$ cat src/rtl/wdog_pkg.sv
package wdog_pkg;
  typedef enum logic [3:0] {
    A_RELOAD = 4'd0,
    A_DIN    = 4'd1,
    A_DOUT   = 4'd2,
    A_STAT1  = 4'd3,
    A_STAT2  = 4'd4,
    A_CTRL1  = 4'd5,
    A_CTRL2  = 4'd6,
    A_MSG1   = 4'd7,
    A_MSG2   = 4'd8,
    A_WDCNT  = 4'd9,
    A_TVAL   = 4'd10,
    A_SWIRQ  = 4'd11
  } wdog_addr_e;

  localparam int unsigned ST1_W       = 3;
  localparam int unsigned ST1_TIMEOUT = 0;
  localparam int unsigned ST1_SWSMI   = 1;
  localparam int unsigned ST1_INT     = 2;
  localparam int unsigned ST2_W       = 2;
  localparam int unsigned C1_W        = 2;
  localparam int unsigned C1_HALT     = 0;
  localparam int unsigned C1_LOCK     = 1;
  localparam int unsigned BYTE_W      = 8;

  localparam logic [15:0] CTRL2_RST = 16'h0008;
  localparam logic [7:0]  SWIRQ_RST = 8'h03;
  localparam int unsigned TVAL_RST  = 4;
endpackage

$ cat src/rtl/wdog_rst_sync.sv
module wdog_rst_sync (
  input  logic clk,
  input  logic rst_n_i,
  output logic rst_n_o
);
  logic [1:0] sync_q;

  always_ff @(posedge clk or negedge rst_n_i) begin
    if (!rst_n_i) sync_q <= 2'b00;
    else          sync_q <= {sync_q[0], 1'b1};
  end

  assign rst_n_o = sync_q[1];
endmodule

$ cat src/rtl/wdog_countdown.sv
module wdog_countdown #(
  parameter int unsigned TVAL_W = 10,
  parameter int unsigned DATA_W = 16
) (
  input  logic              clk,
  input  logic              rst_n,
  input  logic              tick_en,
  input  logic              restart,
  input  logic              store,
  input  logic              stop,
  input  logic [DATA_W-1:0] store_data,
  input  logic [TVAL_W-1:0] tval,
  input  logic              fatal,
  output logic              expire,
  output logic              running,
  output logic [DATA_W-1:0] cnt
);
  localparam logic [TVAL_W-1:0] ONE = TVAL_W'(1);

  logic              run_q, run_d;
  logic [DATA_W-1:0] cnt_q, cnt_d;
  logic              sw_touch;

  assign sw_touch = restart | store | stop;
  assign expire   = run_q & tick_en & ~sw_touch & (cnt_q[TVAL_W-1:0] <= ONE);

  always_comb begin
    run_d = run_q;
    cnt_d = cnt_q;
    if (restart) begin
      run_d = 1'b1;
      cnt_d = DATA_W'(tval);
    end else if (store) begin
      run_d = 1'b0;
      cnt_d = store_data;
    end else if (stop) begin
      run_d = 1'b0;
    end else if (expire) begin
      if (fatal) begin
        run_d = 1'b0;
        cnt_d = '0;
      end else begin
        cnt_d = DATA_W'(tval);
      end
    end else if (run_q && tick_en) begin
      cnt_d = cnt_q - DATA_W'(1);
    end
  end

  always_ff @(posedge clk or negedge rst_n) begin
    if (!rst_n) begin
      run_q <= 1'b0;
      cnt_q <= '0;
    end else begin
      run_q <= run_d;
      cnt_q <= cnt_d;
    end
  end

  assign running = run_q;
  assign cnt     = cnt_q;
endmodule

$ cat src/rtl/wdog_escalate.sv
module wdog_escalate (
  input  logic clk,
  input  logic rst_n,
  input  logic expire,
  input  logic clr,
  input  logic strap_hi,
  input  logic no_reboot,
  output logic second,
  output logic fatal,
  output logic rst_req
);
  logic armed_q, armed_d;
  logic req_q, req_d;

  assign second = expire & armed_q;
  assign fatal  = second & ~strap_hi & ~no_reboot;

  always_comb begin
    armed_d = armed_q;
    if (clr)         armed_d = 1'b0;
    else if (expire) armed_d = ~armed_q;
    req_d = req_q | fatal;
  end

  always_ff @(posedge clk or negedge rst_n) begin
    if (!rst_n) begin
      armed_q <= 1'b0;
      req_q   <= 1'b0;
    end else begin
      armed_q <= armed_d;
      req_q   <= req_d;
    end
  end

  assign rst_req = req_q;
endmodule

$ cat src/rtl/twostage_wdog.sv
module twostage_wdog
  import wdog_pkg::*;
#(
  parameter int unsigned TVAL_W = 10,
  parameter int unsigned DATA_W = 16
) (
  input  logic              clk,
  input  logic              rst_n,
  input  logic              wr_en,
  input  logic [3:0]        addr,
  input  logic [DATA_W-1:0] wr_data,
  output logic [DATA_W-1:0] rd_data,
  input  logic              tick_en,
  input  logic              smi_en,
  input  logic              no_reboot,
  input  logic              strap_hi,
  output logic              smi_pulse,
  output logic              int_sts,
  output logic              rst_req
);
  localparam logic [TVAL_W-1:0] TVAL_INIT = TVAL_W'(TVAL_RST);
  localparam logic [TVAL_W-1:0] TVAL_MIN  = TVAL_W'(1);

  logic srst_n;
  wdog_rst_sync u_rsync (.clk(clk), .rst_n_i(rst_n), .rst_n_o(srst_n));

  // register state
  logic [BYTE_W-1:0] din_q, din_d, dout_q, dout_d;
  logic [BYTE_W-1:0] msg1_q, msg1_d, msg2_q, msg2_d, wdcnt_q, wdcnt_d;
  logic [BYTE_W-1:0] swirq_q, swirq_d;
  logic [ST1_W-1:0]  stat1_q, stat1_d;
  logic [ST2_W-1:0]  stat2_q, stat2_d;
  logic [C1_W-1:0]   ctrl1_q, ctrl1_d, ctrl1_new;
  logic [DATA_W-1:0] ctrl2_q, ctrl2_d;
  logic [TVAL_W-1:0] tval_q, tval_d;
  logic              smi_q, smi_d;

  // write decode
  logic wr_reload, wr_din, wr_dout, wr_st1, wr_st2, wr_c1, wr_c2;
  logic wr_m1, wr_m2, wr_wdc, wr_tval, wr_swirq;
  assign wr_reload = wr_en && (addr == A_RELOAD);
  assign wr_din    = wr_en && (addr == A_DIN);
  assign wr_dout   = wr_en && (addr == A_DOUT);
  assign wr_st1    = wr_en && (addr == A_STAT1);
  assign wr_st2    = wr_en && (addr == A_STAT2);
  assign wr_c1     = wr_en && (addr == A_CTRL1);
  assign wr_c2     = wr_en && (addr == A_CTRL2);
  assign wr_m1     = wr_en && (addr == A_MSG1);
  assign wr_m2     = wr_en && (addr == A_MSG2);
  assign wr_wdc    = wr_en && (addr == A_WDCNT);
  assign wr_tval   = wr_en && (addr == A_TVAL);
  assign wr_swirq  = wr_en && (addr == A_SWIRQ);

  // run condition, old and newly written control value
  logic run_ok_cur, run_ok_new;
  assign ctrl1_new  = wr_data[C1_W-1:0] | {ctrl1_q[C1_LOCK], 1'b0};
  assign run_ok_cur = !ctrl1_q[C1_HALT] && (tval_q > TVAL_MIN);
  assign run_ok_new = !ctrl1_new[C1_HALT] && (tval_q > TVAL_MIN);

  logic restart, store, stop;
  assign restart = (wr_reload && run_ok_cur) || (wr_c1 && run_ok_new);
  assign store   = wr_reload && !run_ok_cur;
  assign stop    = wr_c1 && !run_ok_new;

  logic              expire, running, second, fatal;
  logic [DATA_W-1:0] cnt;

  wdog_countdown #(.TVAL_W(TVAL_W), .DATA_W(DATA_W)) u_cnt (
    .clk(clk), .rst_n(srst_n), .tick_en(tick_en),
    .restart(restart), .store(store), .stop(stop),
    .store_data(wr_data), .tval(tval_q), .fatal(fatal),
    .expire(expire), .running(running), .cnt(cnt)
  );

  wdog_escalate u_esc (
    .clk(clk), .rst_n(srst_n), .expire(expire), .clr(wr_reload),
    .strap_hi(strap_hi), .no_reboot(no_reboot),
    .second(second), .fatal(fatal), .rst_req(rst_req)
  );

  // next-state logic
  always_comb begin
    din_d   = wr_din   ? wr_data[BYTE_W-1:0] : din_q;
    dout_d  = wr_dout  ? wr_data[BYTE_W-1:0] : dout_q;
    msg1_d  = wr_m1    ? wr_data[BYTE_W-1:0] : msg1_q;
    msg2_d  = wr_m2    ? wr_data[BYTE_W-1:0] : msg2_q;
    wdcnt_d = wr_wdc   ? wr_data[BYTE_W-1:0] : wdcnt_q;
    swirq_d = wr_swirq ? wr_data[BYTE_W-1:0] : swirq_q;
    ctrl2_d = wr_c2    ? wr_data             : ctrl2_q;
    tval_d  = wr_tval  ? wr_data[TVAL_W-1:0] : tval_q;
    ctrl1_d = wr_c1    ? ctrl1_new           : ctrl1_q;

    stat1_d = wr_st1 ? wr_data[ST1_W-1:0] : stat1_q;
    stat1_d[ST1_TIMEOUT] = stat1_d[ST1_TIMEOUT] | expire;
    stat1_d[ST1_SWSMI]   = stat1_d[ST1_SWSMI]   | wr_din;
    stat1_d[ST1_INT]     = stat1_d[ST1_INT]     | wr_dout;

    stat2_d = (wr_st2 ? wr_data[ST2_W-1:0] : stat2_q) | {ST2_W{second}};

    smi_d = wr_din | (expire & smi_en & ~fatal);
  end

  // registers
  always_ff @(posedge clk or negedge srst_n) begin
    if (!srst_n) begin
      din_q   <= '0;
      dout_q  <= '0;
      msg1_q  <= '0;
      msg2_q  <= '0;
      wdcnt_q <= '0;
      swirq_q <= SWIRQ_RST;
      ctrl2_q <= CTRL2_RST;
      tval_q  <= TVAL_INIT;
      ctrl1_q <= '0;
      stat1_q <= '0;
      stat2_q <= '0;
      smi_q   <= 1'b0;
    end else begin
      din_q   <= din_d;
      dout_q  <= dout_d;
      msg1_q  <= msg1_d;
      msg2_q  <= msg2_d;
      wdcnt_q <= wdcnt_d;
      swirq_q <= swirq_d;
      ctrl2_q <= ctrl2_d;
      tval_q  <= tval_d;
      ctrl1_q <= ctrl1_d;
      stat1_q <= stat1_d;
      stat2_q <= stat2_d;
      smi_q   <= smi_d;
    end
  end

  // read mux
  always_comb begin
    rd_data = '0;
    unique case (addr)
      A_RELOAD: rd_data = cnt;
      A_DIN:    rd_data = DATA_W'(din_q);
      A_DOUT:   rd_data = DATA_W'(dout_q);
      A_STAT1:  rd_data = DATA_W'(stat1_q);
      A_STAT2:  rd_data = DATA_W'(stat2_q);
      A_CTRL1:  rd_data = DATA_W'(ctrl1_q);
      A_CTRL2:  rd_data = ctrl2_q;
      A_MSG1:   rd_data = DATA_W'(msg1_q);
      A_MSG2:   rd_data = DATA_W'(msg2_q);
      A_WDCNT:  rd_data = DATA_W'(wdcnt_q);
      A_TVAL:   rd_data = DATA_W'(tval_q);
      A_SWIRQ:  rd_data = DATA_W'(swirq_q);
      default:  rd_data = '0;
    endcase
  end

  assign smi_pulse = smi_q;
  assign int_sts   = stat1_q[ST1_INT];
endmodule

$ cat config.mk
export PLATFORM = sky130hd
export DESIGN_NAME = twostage_wdog
export DESIGN_NICKNAME = d
export VERILOG_FILES = /design/src/rtl/wdog_pkg.sv /design/src/rtl/wdog_rst_sync.sv /design/src/rtl/wdog_countdown.sv /design/src/rtl/wdog_escalate.sv /design/src/rtl/twostage_wdog.sv
export SDC_FILE = /design/constraint.sdc
export NUM_CORES = 1
export LEC_CHECK = 0
export ABC_AREA = 0
export BUFFER_PORTS_ARGS = -buffer_cell sky130_fd_sc_hd__buf_2
export CORE_MARGIN = 5
export CORE_UTILIZATION = 50
export CTS_BUF_LIST = sky130_fd_sc_hd__clkbuf_16
export DETAILED_ROUTE_END_ITERATION = 10
export PLACE_DENSITY = 0.69
export SLEW_MARGIN = 20
export SYNTH_ARGS = -nofsm -noshare
export SYNTH_HDL_FRONTEND = slang
export SYNTH_SLANG_ARGS = --single-unit
$ cat constraint.sdc
create_clock -name clk -period 6.1 [get_ports clk]
set_input_delay 0.61 -clock clk [delete_from_list [all_inputs] [get_ports clk]]
set_output_delay 0.61 -clock clk [all_outputs]
set_load 0.01 [all_outputs]
**Yosys cells after proc, flatten, opt, wreduce, memory -nomap -nowiden**

Cells that the tools add are included.
Widths: inputs -> output; s select.

- Register bits after elaboration: 103
- Latch bits: 0
- Bits in writable memories: 0
- Memory bits (read-only): 0
- Input bits: 27
- Output and inout port bits: 19
- Logic and storage cells: 101
- Memories: 0

- $add $sub $neg: 1
- Multipliers: 0
- Div/mod/pow operators: 0
- $lt $le $gt $ge: 2
- Eq/ne operators: 12
- Shifts and indexed selects: 0
- Muxes and demuxes: 16
- Bitwise gates (word level): 22
- Reductions and logical operators: 31

Operators with widths:

| operator | number |
|---|---|
| $pmux 16 s12 | 1 |
| $mux 16 | 5 |
| $logic_and 1x1->1 | 19 |
| $eq 4x3->1 const B | 4 |
| $eq 4x4->1 const B | 4 |
| $sub 16x1->16 const B | 1 |
| $reduce_bool 4->1 | 3 |
| $gt 10x1->1 const B | 1 |
| $le 10x1->1 const B | 1 |
| $mux 10 | 1 |
| $and 1x1->1 | 8 |
| $eq 4x2->1 const B | 2 |
| $mux 1 | 7 |
| $or 1x1->1 | 7 |
| $not 1->1 | 5 |
| $eq 4x1->1 const B | 1 |
| $logic_not 1->1 | 4 |
| $logic_not 4->1 | 1 |
| $or 2x2->2 | 2 |
| $reduce_and 2->1 | 2 |
| $mux 3 | 1 |
| $ne 3x1->1 const B | 1 |
| $mux 2 | 1 |
| $reduce_bool 2->1 | 1 |
| $logic_or 1x1->1 | 1 |

**Depth between registers and ports, before layout**

Gate-level depths: netlist (run 1).

- Depth in word-level cells: 18
- Gate-level depth with buffers: 9
- Gate-level depth less buffers: 8

**Hierarchy**

From an unflattened synthesis (run 1), not the netlist that was laid out.

- Cells, all modules: 531
- Area, all modules: 5616.6 µm²

By module, submodules not included:

| module | times used | cells each | area an instance (µm²) | seq. area each (µm²) |
|---|---|---|---|---|
| twostage_wdog | 1 | 351 | 4058.9 | 2057.0 |
| wdog_countdown | 1 | 170 | 1411.4 | 425.4 |
| wdog_escalate | 1 | 7 | 92.6 | 50.0 |
| wdog_rst_sync | 1 | 3 | 53.8 | 50.0 |

**Least setup slack after synthesis (run 1)**

OpenSTA, ideal clock, no wires.

- Kind: input port to output port
- Start: input addr[3]
- End: output rd_data[3]
- Arrival: 1980 ps
- Data required time: 5490 ps
- Slack: 3510 ps
- Stages on the path: 7
- Path buffers: 3
- Cells stage by stage: buf_2 or2_1 buf_2 nor3_1 clkbuf_1 a222oi_1 nand3_1

- Word-level cells in the longest chain between the ends: 2
- Elaborated cells on any way between the ends: 13
- Classes of those cells: eq/ne (11); mux (1); reduce/logical (1)

RTL lines:

| item | RTL line | source |
|---|---|---|
| start, declared | twostage_wdog.sv:10 | `input logic [3:0] addr,` |
| $eq 4x4->1, or another cell as far along | twostage_wdog.sv:137 | `unique case (addr)` |
| $pmux 16 s12 * | twostage_wdog.sv:137 |  |
| end, declared | twostage_wdog.sv:12 | `output logic [DATA_W-1:0] rd_data,` |

Mark *: on every way between the ends. The rest lies on a longest branch, timed or not.

**Worst setup path after layout (run 1)**

- Start: input addr[1]
- End: output rd_data[0]

Same word-level chain as after synthesis.

==> flow_summary.yaml, run 1 <==
global_routing:
  met2_usage_pct: 35.6
  grt-ovfl-total: 0
  antenna_found_initial: 0
  grt_pass1_vias: 4308
  grt_use_met1_pct: 30.9
  busiest_layer: "met2"
  use_met3_pct: 5.04
  grt_pass1_wl_mm: 22.8
  grt_usage_pct: 22.6
  grt_max_degree: 82
layout:
  synthToLayoutAreaGrowth_pct: 11.5
  nFillCells: 881
  final_common_cell: "dfrtp_1"
  nets: 559
  n_antenna_cell: 0
  layout-drive-gt1-share_pct: 31.0
  final_cell_mix: "98 x dfrtp_1, 73 x mux2_2, 52 x nand2_1"
synth:
  ys_seq_area_share_pct: 48.0
  synth_cells: 497
  yosys_warnings: 0
  postSynthAreaPerCell_sq_um: 10.8
  synth_cell_type_count: 67
  synth_nets: 526
  synthDominantCellAreaShare_pct: 46.0
  synth-seq-cells: 103
  async_reset_ff_share_pct: 100
  ys.flop_type: "dfrtp_1"
  yosysTopAreaCell: "dfrtp_1"
  synth_area_sq_um: 5390
  synth_area_leaders: "dfrtp_1 46%, mux2_2 15%, nand2_1 3.6%"
  synth_edf_count: 0
critical_path:
  cp-start-kind: "input pin"
  cp_max_fo: 31
  cp.arrival_ps: 2790
  ff2ff_setup_slack_ps: 3600
  worstSetupPathType: "input pin to output pin"
  cpMostUsedCell: "buf_2"
  cp_top_family: "simple AND/OR/NAND/NOR gates"
  cp_slowest_stage_delay_ps: 720
  worst-path-buf-inv: 2
  critical_path.cell_chain: "buf_2 > nor2b_1 > and2_1 > a21oi_1 > o21ai_0 > a211o_1 > buf_2"
  worstPathRequired_ps: 5490
  end_kind: "output pin"
  cp_slowest_cell: "and2_1"
sta:
  rsz0062_at_grt: "no"
  finalClockSkew_ps: 7.30
  fmaxAchievable_mhz: 294
  final-hold-violation-count: 0
  max-slew-margin-rel_pct: 33.0
  setup_viol: 0
  min_period_over_period_pct: 55.7
  drv_slew: 0
  period_minus_slack_ps: 3400
  finalSetupTns_ps: 0
  worstMarginPinSlew_ps: 1000
power_and_ir_drop:
  p_leak_nw: 2.58
  power_w: 0.00205
  power.density_nw_per_um2: 341
  ir_worst_vdd_uv: 195
cts:
  cts_resized: 0
  cts_made_buffers: 9
  hold_buffers: 0
  clock_path_buffers: 2
  cts_tree: "built"
  h-tree-depth: 3
  cts.reportedPaths.clkPinSlew_ps: 70
  cts_setup_buffers: 0
  cts_root_buffer: "clkbuf_16"
  clock_latency_ps: 350
  clkSinkCount: 103
outcome:
  status: "complete, no violations"
detailed_routing:
  via_per_inst: 6.43
  wl_per_cell_um: 21.0
  routed_wl_mm: 14.1
  drcViolationCount: 0
  ant_nets: 0
  num_vias: 4316
  first_pass_iters: 5
  detail_route.iter0.violations: 407
die:
  die_w_um: 114
  core_area_sq_um: 10400
  dieHeight_um: 114
  fp-row-count: 37
  start_util_pct: 51.7
  die-area_sq_um: 12900
  ioPinCount: 46
place:
  hpwlAfterDp_mm: 9.75
  gp_congestion: 0.894
  portBuffers: 45
flow_run:
  drv_cap: 0
worst_hold_path:
  hp-class: "input pin to asynchronous set/reset pin"
## worst paths after layout
check,startpoint,endpoint,cells after the start
max in group asynchronous,u_rsync.sync_q[1]$_DFF_PN0_,wdcnt_q[6]$_DFFE_PN0P_,1
worst max register to register,u_cnt.cnt[0]$_DFFE_PN0P_,u_cnt.running$_DFFE_PN0P_,8
min in group clk,u_rsync.sync_q[0]$_DFF_PN0_,u_rsync.sync_q[1]$_DFF_PN0_,0
worst min register to register,u_rsync.sync_q[1]$_DFF_PN0_,u_cnt.cnt[13]$_DFFE_PN0P_,0
worst min-delay path,rst_n,u_rsync.sync_q[1]$_DFF_PN0_,1
worst max-delay path,addr[1],rd_data[0],7
## state kept, by name, indices dropped and copies added, names as in the netlist
signal          cells
ctrl2_q            16
u_cnt.cnt          16
tval_q             10
din_q               8
dout_q              8
msg1_q              8
msg2_q              8
swirq_q             8
wdcnt_q             8
stat1_q             3
ctrl1_q             2
stat2_q             2
u_rsync.sync_q      2
smi_pulse           1
u_cnt.running       1
u_esc.armed_q       1
u_esc.rst_req       1
## synthesized netlist by cell type (4+ instances only)
cell	n
and2_1	4
mux2i_1	9
a21oi_1	16
o21ai_0	15
a32oi_1	4
o221ai_1	7
nand2b_1	6
inv_1	5
buf_2	9
dfstp_2	4
a22o_1	14
nand2_1	52
a22oi_1	4
a221oi_1	4
dfrtp_1	99
clkbuf_1	12
nand3_1	21
nor3_2	5
nor3_1	9
or3_1	4
nor2_1	33
a21o_1	5
nor2b_1	8
a31o_2	4
mux2_2	73
o21ai_1	7
## metrics by stage
step	hold WS, ps	worst slack [ps]	util [%]	cells	cell area (sq um)
after floorplan	314	3030	-	497	5390
after global placement	211	2880	54.6	655	5680
after detailed placement	212	2820	54.6	655	5680
after CTS	23.3	2790	57.6	671	6000
after global routing	20.3	2540	57.7	671	6010
final	28.8	2700	57.7	671	6010
## power breakdown
| group | internal, W | leakage (nW) | total [W] | switching (W) |
|---|---|---|---|---|
| Sequential | 0.000849 | 1.25 | 0.00101 | 0.000158 |
| Combinational | 0.000212 | 1.17 | 0.000416 | 0.000204 |
| Clock | 0.000361 | 0.155 | 0.000625 | 0.000265 |
| Total | 0.00142 | 2.58 | 0.00205 | 0.000627 |
## routing by layer
| metal | vias up | share of wire (%) | wire length (um) |
|---|---|---|---|
| li1 | 1917 | - | - |
| met1 | 2193 | 43 | 6040 |
| met4 | 0 | 2.8 | 391 |
| met5 | - | 0 | 0 |
| met2 | 172 | 47 | 6630 |
| met3 | 34 | 7.1 | 1000 |
## kinds of logic (layout without fill, tap and decap cells)
family | count (synthesis) | in the layout | share of synthesized area [%]
flip-flops | 103 | 103 | 48.0
XOR/XNOR | 4 | 4 | 0.651
AND/OR/NAND/NOR | 162 | 162 | 15.7
multiplexers | 82 | 82 | 16.9
AO/OA/AOI/OAI | 113 | 113 | 15.7
adder cells (fa/ha/maj) | 2 | 2 | 0.465
other | 1 | 1 | 0.0696
buffers and inverters | 30 | 68 | 2.51
## final cells by class
class	instances	area, sq um	area share (%)
well taps	136	170	2.83
flip-flops and latches	103	2590	43.1
repair buffers	47	244	4.06
inverters	5	18.8	0.313
clock buffers	9	225	3.75
multi-input cells	364	2670	44.4
clock inverters	7	93.8	1.56
Note: power is estimated with default switching activity, not from simulation.
==> run 2, diff against run 1 <==
- ABC_AREA: 0 -> 1
- clock period: 6.1 -> 3.5 ns (I/O delays scaled with it)
==> run 2 against run 1 <==
  * Clock power grew 48%
  * Non-clock buffer count grew 2
  * First-iteration DRC count grew 32%
  * Routed wire length grew 4.4%
  * Via count grew 8.4%
  * Clock skew shrank 0.57 ps
  * Synthesized cell count grew 29%
  * Largest power group unchanged
  * Highest routed layer unchanged
==> flow_summary.yaml, run 2 <==
outcome:
  status: "complete, no violations"
sta:
  worstMarginPinSlew_ps: 780
  whs_ps: 230
  finalClockSkew_ps: 6.73
  setup_viol: 0
  finalSetupTns_ps: 0
  fmaxAchievable_mhz: 447
  period_minus_slack_ps: 2240
  min_period_over_period_pct: 63.9
  final-hold-violation-count: 0
  max-slew-margin-rel_pct: 48.0
  drv_slew: 0
  rsz0062_at_grt: "no"
synth:
  async_reset_ff_share_pct: 100
  yosys_warnings: 0
  yosysTopAreaCell: "dfrtp_1"
  synth_nets: 672
  ys_seq_area_share_pct: 48.9
  synthMostInstantiatedCell: "nand2_1"
  synth_edf_count: 0
  synth_area_leaders: "dfrtp_1 47%, nand2_1 13%, o21ai_0 8.8%"
  synthDominantCellAreaShare_pct: 46.9
  postSynthAreaPerCell_sq_um: 8.22
  ys.flop_type: "dfrtp_1"
  synth_area_sq_um: 5280
  synth-seq-cells: 103
  synth_cell_type_count: 41
  synth_cells: 643
  synthTopCellsByCount: "188 x nand2_1, 99 x dfrtp_1, 93 x o21ai_0"
cts:
  cts_root_buffer: "clkbuf_16"
  cts_setup_buffers: 0
  cts.reportedPaths.clkPinSlew_ps: 70
  clkSinkCount: 103
  clock_latency_ps: 350
  h-tree-depth: 3
  cts_made_buffers: 9
  clock_path_buffers: 2
  cts_resized: 0
  cts_tree: "built"
critical_path:
  cp.arrival_ps: 1890
  cp_max_fo: 9
  critical_path.cell_chain: "buf_2 > inv_2 > nor2_1 > inv_1 > nor2_2 > inv_1 > o21ai_0 > a221oi_1 > nand3_1 > buf_2"
  worstPathRequired_ps: 3150
  cp_slowest_cell: "nor2_2"
  cp-start-kind: "input pin"
  worstSetupPathType: "input pin to output pin"
  rr_worst_depth: 11
  worstReg2RegStart: "tval_q[2]$_DFFE_PN1P_"
  r2r_end: "u_cnt.cnt[1]$_DFFE_PN0P_"
  ff2ff_setup_slack_ps: 1290
  cp_top_family: "simple AND/OR/NAND/NOR gates"
  critical_path_cell_count: 10
  cp_slowest_stage_delay_ps: 400
  end_kind: "output pin"
  worst-path-buf-inv: 5
  cp-startpoint: "addr[1]"
detailed_routing:
  first_pass_iters: 5
  num_vias: 4678
  ant_nets: 0
  detail_route.iter0.violations: 538
  via_per_inst: 5.68
  routed_wl_mm: 14.7
  drcViolationCount: 0
  wl_per_cell_um: 17.8
global_routing:
  grt_pass1_wl_mm: 23.8
  antenna_found_initial: 0
  grt_max_degree: 59
  grt_pass1_vias: 4489
  grt_usage_pct: 23.8
  grt-ovfl-total: 0
flow_run:
  drv_cap: 0
power_and_ir_drop:
  power.density_nw_per_um2: 584
  swShare_pct: 34.0
  comb_power_share_pct: 24.0
  seqPwrFrac_pct: 49.0
  power.share.clock_pct: 27.0
  ir_worst_vdd_uv: 306
  power_switching_w: 0.00117
  internal-power_w: 0.00227
  p_leak_nw: 2.88
layout:
  nets: 711
  nFillCells: 965
  final_common_cell: "nand2_1"
  n_antenna_cell: 0
  fin_cells: 823
  seq_area_sq_um: 2590
  multiInputGateArea_sq_um: 2360
  post-route-util_pct: 57.0
  layout-drive-gt1-share_pct: 16.7
  final_cell_mix: "188 x nand2_1, 98 x dfrtp_1, 93 x o21ai_0"
  synthToLayoutAreaGrowth_pct: 11.4
place:
  gp_congestion: 0.879
  portBuffers: 45
  hpwlAfterDp_mm: 10.6
  placed_cells: 806
die:
  die_w_um: 113
  fp-row-count: 37
  core_area_sq_um: 10300
  die-area_sq_um: 12700
  start_util_pct: 51.2
  dieHeight_um: 113
  ioPinCount: 46
worst_hold_path:
  min_from: "wr_data[1]"
  whs_endpoint: "ctrl1_q[1]$_DFFE_PN0P_"
  hold_depth: 3
  hp-class: "input pin to register"
run 2: tightest hold or removal path, stage by stage:
cell and delay [ps]:
buf_2 100, nand2_1 50, nand2_1 50
run 2: repair_timing:
action                     4_1_cts  5_1_grt
setup endpoints to repair        0        0
hold endpoints to repair         2        0
hold buffers                     1        0
run 2: cells by family (layout without fill, tap and decap cells):
family / Yosys count / count (layout) / synth area share (%)
simple gates: 276 / 276 / 23.4
other cells: 1 / 1 / 0.0710
mux: 4 / 4 / 0.852
compound gates: 160 / 160 / 18.0
buf+inv: 86 / 130 / 6.46
xor+xnor: 11 / 11 / 1.82
fa+ha+maj: 2 / 2 / 0.474
flops: 103 / 103 / 48.9
run 2: how the worst max path moves through the flow:
stage	end
after CTS	rd_data[1]
after floorplan	ctrl1_q[0]$_DFFE_PN0P_
final	rd_data[1]
after global placement	ctrl2_q[15]$_DFFE_PN0P_
after global routing	rd_data[1]
after detailed placement	ctrl2_q[13]$_DFFE_PN0P_
run 2: power by group through the flow:
stage / Clock, W / Sequential (W) / Combinational (W)
after global placement: 0 / 0.00169 / 0.000787
after floorplan: 0 / 0.00164 / 0.000608
after CTS: 0.000959 / 0.00168 / 0.000820
after detailed placement: 0 / 0.00170 / 0.000816
final: 0.000928 / 0.00168 / 0.000824
after global routing: 0.000997 / 0.00172 / 0.000950
run 2: through the flow:
stage | instance area [sq um] | worst slack, ps | power [W]
2_1_floorplan | 5280 | 425 | 0.00225
3_3_place_gp | 5610 | 1210 | 0.00248
3_5_place_dp | 5610 | 1170 | 0.00251
4_1_cts | 5880 | 1290 | 0.00346
5_1_grt | 5880 | 1110 | 0.00366
6_report | 5880 | 1260 | 0.00343
run 2: per-layer routing:
layer | global-route usage [%] | routed length, um | vias up
li1 | - | - | 2219
met2 | 37.8 | 6860 | 210
met3 | 6.15 | 1080 | 33
met1 | 31.8 | 6390 | 2216
met5 | 0 | 0 | -
met4 | 8.17 | 366 | 0
run 2: area by class of cell:
| class | count | area share, % |
|---|---|---|
| tap | 136 | 2.89 |
| multi-input combinational | 454 | 40.1 |
| inverter | 65 | 4.15 |
| sequential | 103 | 44.0 |
| clock buffer | 9 | 3.83 |
| clock inverter | 7 | 0.702 |
| timing repair buffer | 49 | 4.38 |
